===== config.mk =====
export PLATFORM = sky130hd
export DESIGN_NAME = mdio_mgmt_master
export DESIGN_NICKNAME = d
export VERILOG_FILES = /design/src/rtl/mdio_mgmt_pkg.sv /design/src/rtl/mdio_mgmt_clkgen.sv /design/src/rtl/mdio_mgmt_regs.sv /design/src/rtl/mdio_mgmt_seq.sv /design/src/rtl/mdio_mgmt_master.sv
export SDC_FILE = /design/constraint.sdc
export NUM_CORES = 1
export LEC_CHECK = 0
export BUFFER_PORTS_ARGS = -buffer_cell sky130_fd_sc_hd__buf_2
export CAP_MARGIN = 20
export CORE_ASPECT_RATIO = 0.75
export CORE_MARGIN = 4
export CORE_UTILIZATION = 50
export DETAILED_ROUTE_END_ITERATION = 16
export GPL_ROUTABILITY_DRIVEN = 0
export GPL_TIMING_DRIVEN = 0
export HOLD_SLACK_MARGIN = 0.05
export PLACE_DENSITY = 0.8
export SLEW_MARGIN = 20
export SYNTH_ARGS = -nofsm -noshare
export SYNTH_HDL_FRONTEND = slang
export SYNTH_HIERARCHICAL = 1
export SYNTH_SLANG_ARGS = --single-unit

===== constraint.sdc =====
create_clock -name clk -period 3.4 [get_ports clk]
set_input_delay 0.51 -clock clk [delete_from_list [all_inputs] [get_ports clk]]
set_output_delay 0.51 -clock clk [all_outputs]
set_load 0.01 [all_outputs]

===== src/rtl/mdio_mgmt_pkg.sv =====
package mdio_mgmt_pkg;

    localparam int BUS_W      = 32;
    localparam int DIV_W      = 9;
    localparam int DIV_MIN    = 5;
    localparam int ADDR_W     = 5;
    localparam int DATA_W     = 16;
    localparam int PRE_BITS   = 32;
    localparam int FRAME_BITS = PRE_BITS + 4 + 2 * ADDR_W + 2 + DATA_W;
    localparam int TA_FIRST   = PRE_BITS + 4 + 2 * ADDR_W;
    localparam int DATA_FIRST = TA_FIRST + 2;
    localparam int IDX_W      = $clog2(FRAME_BITS);

    localparam int CFG_BUSY_BIT = 0;
    localparam int CFG_ERR_BIT  = 1;
    localparam int CFG_DIV_LSB  = 7;
    localparam int CMD_REG_LSB  = 0;
    localparam int CMD_PHY_LSB  = 5;
    localparam int CMD_RD_BIT   = 15;

    typedef enum logic [1:0] {
        SEL_CFG  = 2'd0,
        SEL_CMD  = 2'd1,
        SEL_DATA = 2'd2,
        SEL_NONE = 2'd3
    } reg_sel_e;

    typedef struct packed {
        logic              rd;
        logic [ADDR_W-1:0] phy;
        logic [ADDR_W-1:0] regad;
    } mdio_cmd_t;

    function automatic mdio_cmd_t decode_cmd(input logic [BUS_W-1:0] w);
        mdio_cmd_t c;
        c.rd    = w[CMD_RD_BIT];
        c.phy   = w[CMD_PHY_LSB +: ADDR_W];
        c.regad = w[CMD_REG_LSB +: ADDR_W];
        return c;
    endfunction

    function automatic logic [FRAME_BITS-1:0] build_frame(input mdio_cmd_t c,
                                                          input logic [DATA_W-1:0] d);
        logic [1:0] op;
        op = c.rd ? 2'b10 : 2'b01;
        return {{PRE_BITS{1'b1}}, 2'b01, op, c.phy, c.regad, 2'b10, d};
    endfunction

endpackage


===== src/rtl/mdio_mgmt_clkgen.sv =====
module mdio_mgmt_clkgen
    import mdio_mgmt_pkg::*;
(
    input  logic             clk,
    input  logic             rst,
    input  logic             run,
    input  logic [DIV_W-1:0] div,
    output logic             mdc,
    output logic             rise,
    output logic             fall
);

    logic [DIV_W-1:0] cnt_q;
    logic             mdc_q;
    logic             terminal;

    assign terminal = run && (cnt_q == div - 1'b1);
    assign rise     = terminal && !mdc_q;
    assign fall     = terminal && mdc_q;
    assign mdc      = mdc_q;

    always_ff @(posedge clk) begin
        if (rst || !run) begin
            cnt_q <= '0;
            mdc_q <= 1'b0;
        end else if (terminal) begin
            cnt_q <= '0;
            mdc_q <= ~mdc_q;
        end else begin
            cnt_q <= cnt_q + 1'b1;
        end
    end

    AST_CNT_BELOW_DIV: assert property (@(posedge clk) disable iff (rst)
        run |-> (cnt_q < div));

endmodule


===== src/rtl/mdio_mgmt_regs.sv =====
module mdio_mgmt_regs
    import mdio_mgmt_pkg::*;
#(
    parameter int DEF_DIV = 20
)(
    input  logic              clk,
    input  logic              rst,
    input  logic              bus_wr,
    input  logic [1:0]        bus_addr,
    input  logic [BUS_W-1:0]  bus_wdata,
    output logic [BUS_W-1:0]  bus_rdata,
    input  logic              busy,
    input  logic              rderr,
    input  logic              done,
    input  logic [DATA_W-1:0] rd_result,
    output logic [DIV_W-1:0]  div,
    output mdio_cmd_t         frame_cmd,
    output logic [DATA_W-1:0] frame_data,
    output logic              start_rd,
    output logic              start_wr
);

    reg_sel_e          sel;
    logic [DIV_W-1:0]  div_q;
    mdio_cmd_t         cmd_q;
    mdio_cmd_t         bus_cmd;
    logic [DATA_W-1:0] data_q;
    logic [DIV_W-1:0]  new_div;
    logic              take;
    logic              unused_hi;

    assign sel       = reg_sel_e'(bus_addr);
    assign new_div   = bus_wdata[CFG_DIV_LSB +: DIV_W];
    assign bus_cmd   = decode_cmd(bus_wdata);
    assign take      = bus_wr && !busy;
    assign unused_hi = ^bus_wdata[BUS_W-1:DATA_W];

    assign start_rd   = take && (sel == SEL_CMD) && bus_cmd.rd;
    assign start_wr   = take && (sel == SEL_DATA) && !cmd_q.rd;
    assign frame_cmd  = start_rd ? bus_cmd : cmd_q;
    assign frame_data = bus_wdata[DATA_W-1:0];
    assign div        = div_q;

    always_ff @(posedge clk) begin
        if (rst) begin
            div_q  <= DIV_W'(DEF_DIV);
            cmd_q  <= '0;
            data_q <= '0;
        end else begin
            if (done && cmd_q.rd) begin
                data_q <= rd_result;
            end
            if (take) begin
                case (sel)
                    SEL_CFG:  if (new_div >= DIV_W'(DIV_MIN)) div_q <= new_div;
                    SEL_CMD:  cmd_q  <= bus_cmd;
                    SEL_DATA: data_q <= bus_wdata[DATA_W-1:0];
                    default:  ;
                endcase
            end
        end
    end

    always_comb begin
        bus_rdata = '0;
        case (sel)
            SEL_CFG: begin
                bus_rdata[CFG_DIV_LSB +: DIV_W] = div_q;
                bus_rdata[CFG_ERR_BIT]          = rderr;
                bus_rdata[CFG_BUSY_BIT]         = busy;
            end
            SEL_CMD: begin
                bus_rdata[CMD_RD_BIT]               = cmd_q.rd;
                bus_rdata[CMD_PHY_LSB +: ADDR_W]    = cmd_q.phy;
                bus_rdata[CMD_REG_LSB +: ADDR_W]    = cmd_q.regad;
            end
            SEL_DATA: bus_rdata[DATA_W-1:0] = data_q;
            default:  ;
        endcase
    end

    AST_DIV_FLOOR: assert property (@(posedge clk) disable iff (rst)
        div_q >= DIV_W'(DIV_MIN));

    AST_CMD_HELD_WHILE_BUSY: assert property (@(posedge clk) disable iff (rst)
        (busy && $past(busy)) |-> $stable(cmd_q));

endmodule


===== src/rtl/mdio_mgmt_seq.sv =====
module mdio_mgmt_seq
    import mdio_mgmt_pkg::*;
(
    input  logic              clk,
    input  logic              rst,
    input  logic              start_rd,
    input  logic              start_wr,
    input  mdio_cmd_t         frame_cmd,
    input  logic [DATA_W-1:0] frame_data,
    input  logic              rise,
    input  logic              fall,
    input  logic              mdio_in,
    output logic              busy,
    output logic              mdio_out,
    output logic              mdio_oe,
    output logic              rderr,
    output logic              done,
    output logic [DATA_W-1:0] rd_result
);

    logic [FRAME_BITS-1:0] sr_q;
    logic [IDX_W-1:0]      idx_q;
    logic                  busy_q;
    logic                  rd_q;
    logic                  err_q;
    logic [DATA_W-1:0]     sh_q;
    logic                  last;

    assign last      = (idx_q == IDX_W'(FRAME_BITS - 1));
    assign done      = busy_q && fall && last;
    assign busy      = busy_q;
    assign rderr     = err_q;
    assign rd_result = sh_q;
    assign mdio_out  = busy_q & sr_q[FRAME_BITS-1];
    assign mdio_oe   = busy_q && (!rd_q || (idx_q < IDX_W'(TA_FIRST)));

    always_ff @(posedge clk) begin
        if (rst) begin
            sr_q   <= '0;
            idx_q  <= '0;
            busy_q <= 1'b0;
            rd_q   <= 1'b0;
            err_q  <= 1'b0;
            sh_q   <= '0;
        end else if (!busy_q) begin
            if (start_rd || start_wr) begin
                busy_q <= 1'b1;
                rd_q   <= start_rd;
                sr_q   <= build_frame(frame_cmd, frame_data);
                idx_q  <= '0;
                err_q  <= 1'b0;
            end
        end else begin
            if (rise && rd_q) begin
                if (idx_q == IDX_W'(TA_FIRST + 1)) begin
                    err_q <= mdio_in;
                end else if (idx_q >= IDX_W'(DATA_FIRST)) begin
                    sh_q <= {sh_q[DATA_W-2:0], mdio_in};
                end
            end
            if (fall) begin
                if (last) begin
                    busy_q <= 1'b0;
                end else begin
                    idx_q <= idx_q + 1'b1;
                    sr_q  <= sr_q << 1;
                end
            end
        end
    end

    AST_OUT_ON_FALL: assert property (@(posedge clk) disable iff (rst)
        (busy_q && $past(busy_q) && !$stable(mdio_out)) |-> $past(fall));

    AST_IDX_ON_FALL: assert property (@(posedge clk) disable iff (rst)
        (busy_q && $past(busy_q) && !$stable(idx_q)) |-> $past(fall));

    AST_BUSY_HOLD: assert property (@(posedge clk) disable iff (rst)
        $rose(busy_q) |=> busy_q);

endmodule


===== src/rtl/mdio_mgmt_master.sv =====
module mdio_mgmt_master
    import mdio_mgmt_pkg::*;
#(
    parameter int DEF_DIV = 20
)(
    input  logic        clk,
    input  logic        rst,
    input  logic        bus_wr,
    input  logic [1:0]  bus_addr,
    input  logic [31:0] bus_wdata,
    output logic [31:0] bus_rdata,
    output logic        mdc,
    output logic        mdio_out,
    output logic        mdio_oe,
    input  logic        mdio_in
);

    logic              busy;
    logic              rderr;
    logic              done;
    logic [DATA_W-1:0] rd_result;
    logic [DIV_W-1:0]  div;
    mdio_cmd_t         frame_cmd;
    logic [DATA_W-1:0] frame_data;
    logic              start_rd;
    logic              start_wr;
    logic              rise;
    logic              fall;

    mdio_mgmt_regs #(.DEF_DIV(DEF_DIV)) u_regs (
        .clk        (clk),
        .rst        (rst),
        .bus_wr     (bus_wr),
        .bus_addr   (bus_addr),
        .bus_wdata  (bus_wdata),
        .bus_rdata  (bus_rdata),
        .busy       (busy),
        .rderr      (rderr),
        .done       (done),
        .rd_result  (rd_result),
        .div        (div),
        .frame_cmd  (frame_cmd),
        .frame_data (frame_data),
        .start_rd   (start_rd),
        .start_wr   (start_wr)
    );

    mdio_mgmt_clkgen u_clkgen (
        .clk  (clk),
        .rst  (rst),
        .run  (busy),
        .div  (div),
        .mdc  (mdc),
        .rise (rise),
        .fall (fall)
    );

    mdio_mgmt_seq u_seq (
        .clk        (clk),
        .rst        (rst),
        .start_rd   (start_rd),
        .start_wr   (start_wr),
        .frame_cmd  (frame_cmd),
        .frame_data (frame_data),
        .rise       (rise),
        .fall       (fall),
        .mdio_in    (mdio_in),
        .busy       (busy),
        .mdio_out   (mdio_out),
        .mdio_oe    (mdio_oe),
        .rderr      (rderr),
        .done       (done),
        .rd_result  (rd_result)
    );

    AST_IDLE_MDC_LOW: assert property (@(posedge clk) disable iff (rst)
        !busy |-> !mdc);

    AST_IDLE_RELEASED: assert property (@(posedge clk) disable iff (rst)
        !busy |-> !mdio_oe);

endmodule


# Yosys cells after proc, flatten, opt, wreduce, memory -nomap -nowiden
# Index checks and enable logic that the tools add are counted.
# Widths: inputs -> output; s select.
[word_totals]
elab_cells = 87
output_inout_bits = 35
in_bits = 38
regBits = 135
[op_classes]
add_sub_neg = 3
bitwise_logic = 4
eq_ne = 9
order_cmp = 3
muxes = 26
n_reduce_logical = 29
[op_table]
columns = ["operator", "n"]
rows = [
  ["$mux 64", 4],
  ["$mux 16", 3],
  ["$mux 6", 4],
  ["$pmux 5 s2", 2],
  ["$logic_and 1x1->1", 13],
  ["$eq 6x6->1 const B", 2],
  ["$mux 11", 1],
  ["$add 9x1->9 const B", 1],
  ["$eq 9x9->1", 1],
  ["$ge 9x3->1 const B", 1],
  ["$pmux 3 s3", 1],
  ["$reduce_and 3->1", 3],
  ["$sub 9x1->9 const B", 1],
  ["$mux 1", 8],
  ["$add 6x1->6 const B", 1],
  ["$ge 6x6->1 const B", 1],
  ["$lt 6x6->1 const B", 1],
  ["$ne 2x2->1 const B", 3],
  ["$pmux 2 s3", 1],
  ["$logic_not 1->1", 4],
  ["$reduce_and 2->1", 2],
  ["$reduce_and 4->1", 1],
  ["$logic_or 1x1->1", 3],
  ["$not 1->1", 3],
  ["other kinds (9)", 9],
]

# Depth between registers and ports, before layout
[depth]
depth_word = 10
depth_mapped = 14
depth_no_buf = 12

# By module
# The synthesis kept the hierarchy.
[modules_own_cells]
columns = ["module", "instances", "seq_area_each_um2", "cells_per_inst", "area_each_um2"]
rows = [
  ["mdio_mgmt_seq", 1, 1781.7, 418, 3641.0],
  ["mdio_mgmt_regs", 1, 720.7, 268, 2132.0],
  ["mdio_mgmt_clkgen", 1, 200.2, 93, 780.7],
]

# Least setup slack after synthesis
# OpenSTA, ideal clock, no wires.
[synth_path]
path_kind = "reg-to-reg"
start = "reg u_regs.div_q[0] (netlist: u_regs/div[0])"
end = "reg u_seq.idx_q[1]"
setup_ps = 70
required_ps = 3330
arrival_time_ps = 3076
path_slack_ps = 253
stages_incl_launch_ff = 13
n_path_buf = 2
synth_period_minus_slack_ps = 3147
path_cell_list = "dfxtp_1 or4_4 or3_1 a21o_1 a211oi_4 nand3_1 nor2_1 inv_1 a221oi_4 buf_2 buf_4 nand3_1 a21oi_1"
[synth_between]
elab_chain_len = 6
[synth_lines]
columns = ["item", "line", "source"]
rows = [
  ["from (decl)", "mdio_mgmt_regs.sv:24", "logic [DIV_W-1:0] div_q;"],
  ["from (signal assigned)", "mdio_mgmt_regs.sv:46", "div_q <= DIV_W'(DEF_DIV);"],
  ["from (signal assigned)", "mdio_mgmt_regs.sv:55", "SEL_CFG: if (new_div >= DIV_W'(DIV_MIN)) div_q <= new_div;"],
  ["$sub 9x1->9", "mdio_mgmt_clkgen.sv:17", "assign terminal = run && (cnt_q == div - 1'b1);"],
  ["$eq 9x9->1", "mdio_mgmt_clkgen.sv:17", ""],
  ["$logic_and 1x1->1", "mdio_mgmt_clkgen.sv:17", ""],
  ["$logic_and 1x1->1", "mdio_mgmt_clkgen.sv:19", "assign fall = terminal && mdc_q;"],
  ["via fall", "mdio_mgmt_master.sv:28", "logic fall;"],
  ["$ne 2x1->1 (no source line)", "--", ""],
  ["$reduce_and 3->1 (no source line)", "--", ""],
  ["to (signal assigned)", "mdio_mgmt_seq.sv:65", "idx_q <= idx_q + 1'b1;"],
  ["to (decl)", "mdio_mgmt_seq.sv:22", "logic [IDX_W-1:0] idx_q;"],
]
# The timed path passes the listed nets, and every way through them passes these cells.
# A chain may end at the register's enable or synchronous reset.

# Worst setup path in the final report
[layout_path]
start = "reg u_regs.div_q[1] (netlist: u_regs/div[1])"
end = "reg u_seq.sr_q[33]"
[layout_between]
elab_chain_len = 6
[layout_lines]
columns = ["item", "line", "source"]
rows = [
  ["$sub 9x1->9", "mdio_mgmt_clkgen.sv:17", ""],
  ["$eq 9x9->1", "mdio_mgmt_clkgen.sv:17", ""],
  ["$logic_and 1x1->1", "mdio_mgmt_clkgen.sv:17", ""],
  ["$logic_and 1x1->1", "mdio_mgmt_clkgen.sv:19", ""],
  ["via fall", "mdio_mgmt_master.sv:28", ""],
  ["$ne 2x1->1 (no source line)", "--", ""],
  ["$reduce_and 3->1 (no source line)", "--", ""],
  ["to (signal assigned)", "mdio_mgmt_seq.sv:49", "sr_q <= build_frame(frame_cmd, frame_data);"],
  ["to (signal assigned)", "mdio_mgmt_seq.sv:66", "sr_q <= sr_q << 1;"],
  ["to (decl)", "mdio_mgmt_seq.sv:21", "logic [FRAME_BITS-1:0] sr_q;"],
]
# The timed path passes the listed nets, and every way through them passes these cells.

==> results_dict.tcl <==
set metrics [dict create \
    worst-slew-pin-transition_ps 755 \
    fill_cells 1004 \
    num_vias 5983 \
    yosysSeqAreaShare_pct 41.2 \
    crit_arrival_ps 3660 \
    ys_warn_count 6 \
    outcome "finished clean" \
    cts_root_buf "clkbuf_16" \
    setup_tns_ps 0 \
    power.leakage_nw 2.97 \
    endpoint_kind "flop" \
    post-synth-top-area-cell "dfxtp_1" \
    numCtsBuffers 17 \
    max_freq_mhz 299 \
    dr.pass1.iters 8 \
    diodes 0 \
    ys_top_cells_by_count "dfxtp_1, nor2_1, nand2_1" \
    dp_hpwl_mm 12.2 \
    fin_cells 1046 \
    muxShareOfSynthArea_pct 6.15 \
    start_kind "flop" \
    hold_viol 0 \
    multi_input_area_mm2 0.00329 \
    syn_area_per_cell_um2 8.41 \
    fin_crit_sh_pct 98.4 \
    fin_skew_ps 10.6 \
    routed_via_density 5.72 \
    grt_pass1_wl_mm 28.2 \
    critPathKind "flop to flop" \
    cellPowerDensity_mw_per_mm2 536 \
    peakVddDrop_v 0.000399 \
    synth_top_family_by_area "compound AO/OA/AOI/OAI gates" \
    async_reset_ff_share_pct 0 \
    cts_buffer_depth 2 \
    finalSetupViolations 0 \
    drv_cap 0 \
    syn2layout_area_growth_pct 21.1 \
    finalMaxSlewViolations 0 \
    period_minus_slack_ps 3340 \
    clkTransAtPathRegs_ps 60 \
    drt_iter0_markers 668 \
    tritoncts "done" \
    hold_depth 3 \
    numPortBuffers 40 \
    nets 912 \
    power_mw 4.25 \
    synth_most_common_cell "dfxtp_1" \
    io_pins 73 \
    coreArea_mm2 0.0126 \
    ys_top_cells_by_area "dfxtp_1, a311oi_1, nor2_1" \
    drt-wirelength-per-cell_um 17.2 \
    path_max_fanout 10 \
    crit_chain "or4_4 -> or3_1 -> a21o_1 -> a211oi_4 -> nand3_2 -> nor2_4 -> inv_2 -> a221oi_4 -> clkbuf_16 -> buf_4 -> nor2_1 -> a311oi_1" \
    synth_edf_count 0 \
    dp_cells 1000 \
    synth_cells 779 \
    place_area_mm2 0.00702 \
    worst_hold_path_type "input pin to flop" \
    insertion_delay_ps 420 \
    dieArea_mm2 0.0150 \
    final-seq-area_mm2 0.00271 \
    drive_gt1_share_pct 20.3 \
    antenna_found_initial 0 \
    antenna_left 0 \
    die_y_um 107 \
    route.detailed.drc 0 \
    slew_headroom_pct 49.6 \
    grt_pass1_vias 5412 \
    final_area_mm2 0.00794 \
    cp_slowest_cell "or4_4" \
    wirelength_mm 18.0 \
    synth-seq-cells 135 \
    synth_xor_area_share_pct 2.54 \
    die_w_um 140 \
    crit_required_ps 3720 \
    max_stage_delay_ps 570 \
    gr-total-overflow 0 \
    synth-compound-area-share_pct 19.6 \
    yosysUniqueCellTypes 60 \
    numClockSinks 135 \
    start_util_pct 52.1 \
    track_usage_pct 23.3 \
    synthesis.area_mm2 0.00655 \
    synth_flop_cell "dfxtp_1" \
    worst_r2r_path_depth 12 \
    synth_fa_ha_area_share_pct 1.34 \
    htree_levels 4 \
    rows 35 \
    grt_max_degree 17 \
    yosys.area_share.simple_pct 18.4 \
    synth_top_area_share_pct 41.2 \
]
-- cells by family after synthesis --
family                   Yosys count
AO/OA/AOI/OAI                    168
XOR/XNOR                          19
adder cells (fa/ha/maj)            7
buffers and inverters            139
flip-flops                       135
multiplexers                      39
other                              1
AND/OR/NAND/NOR                  271
-- critical path: cells and delay by family (launching register included) --
family | cells | cell delay, ps
flip-flops | 1 | 350
buffers and inverters | 3 | 440
AO/OA/AOI/OAI | 4 | 1200
AND/OR/NAND/NOR | 5 | 1240
-- sequential cells by signal (all words and copies together) (netlist names) --
| register | cells |
|---|---|
| u_seq/sr_q | 64 |
| u_regs/data_q | 16 |
| u_seq/rd_result | 16 |
| u_regs/cmd_q | 11 |
| u_clkgen/cnt_q | 9 |
| u_regs/div | 9 |
| u_seq/idx_q | 6 |
| u_clkgen/mdc | 1 |
| u_seq/busy | 1 |
| u_seq/rd_q | 1 |
| u_seq/rderr | 1 |
-- metrics by stage --
step / worst slack [ps] / utilization (%) / hold WS (ps)
2_1_floorplan: 253 / - / 432
3_3_place_gp: -512 / 55.8 / 439
3_5_place_dp: -566 / 55.8 / 448
4_1_cts: 1.65 / 61.6 / 356
5_1_grt: -52.9 / 63.1 / 373
6_report: 56.0 / 63.1 / 359
-- repair_timing --
item | in CTS | in global routing
pin swaps | 4 | 17
hold buffers | 0 | 0
setup endpoints to repair | 96 | 89
gates resized for setup | 20 | 36
cloned | 0 | 1
buffers inserted | 3 | 12
-- area by class of cell --
type                            instances  share of cell area [%]
Multi-Input combinational cell        520                    41.5
Sequential cell                       135                    34.2
Buffer                                 90                    7.21
Clock buffer                           22                    6.10
Timing Repair Buffer                   56                    4.42
Tap cell                              166                    2.62
Inverter                               47                    2.22
Clock inverter                         10                    1.81
-- routing by layer --
metal | share of wire [%] | vias up | track usage [%]
li1 | - | 2883 | -
met2 | 44 | 318 | 34.6
met5 | 0 | - | 0
met3 | 9.1 | 25 | 6.06
met1 | 46 | 2757 | 32.7
met4 | 1.5 | 0 | 8.02
-- power by group --
| group | leakage [nW] | internal (mW) | total, mW | switching (mW) |
|---|---|---|---|---|
| registers | 1.10 | 1.69 | 1.76 | 0.0702 |
| clock network | 0.287 | 1.23 | 1.93 | 0.697 |
| logic | 1.58 | 0.235 | 0.566 | 0.331 |
| total | 2.97 | 3.16 | 4.25 | 1.10 |
-- layout by cell type, fill, tap and decap left out, types with 3 or more instances in the layout --
cell,n
nor3_1,6
mux2_2,10
o21ai_0,5
xnor2_1,13
a22o_1,5
clkbuf_8,4
nand2_1,83
clkinvlp_4,6
nand3_1,39
clkbuf_16,18
buf_2,46
nand2b_1,3
a211oi_1,27
a222oi_1,6
inv_1,46
mux2i_1,29
clkbuf_2,4
a311oi_1,47
nor2_1,104
nor2b_1,7
conb_1,16
a22oi_1,8
dfxtp_1,132
ha_1,7
and3_1,5
xor2_1,6
buf_4,49
clkbuf_4,5
a311oi_2,3
clkbuf_1,34
bufinv_16,3
a21oi_1,43
-- path summary, 6_finish.rpt --
kind                                      from            endpoint  slack (ps)
worst max-delay path             u_regs/div[1]      u_seq/sr_q[33]          60
worst max register to register   u_regs/div[1]      u_seq/sr_q[33]          60
worst min register to register  u_seq/sr_q[51]      u_seq/sr_q[52]         460
worst min-delay path                   mdio_in  u_seq/rd_result[0]         360
(Power assumes the default switching activity.)
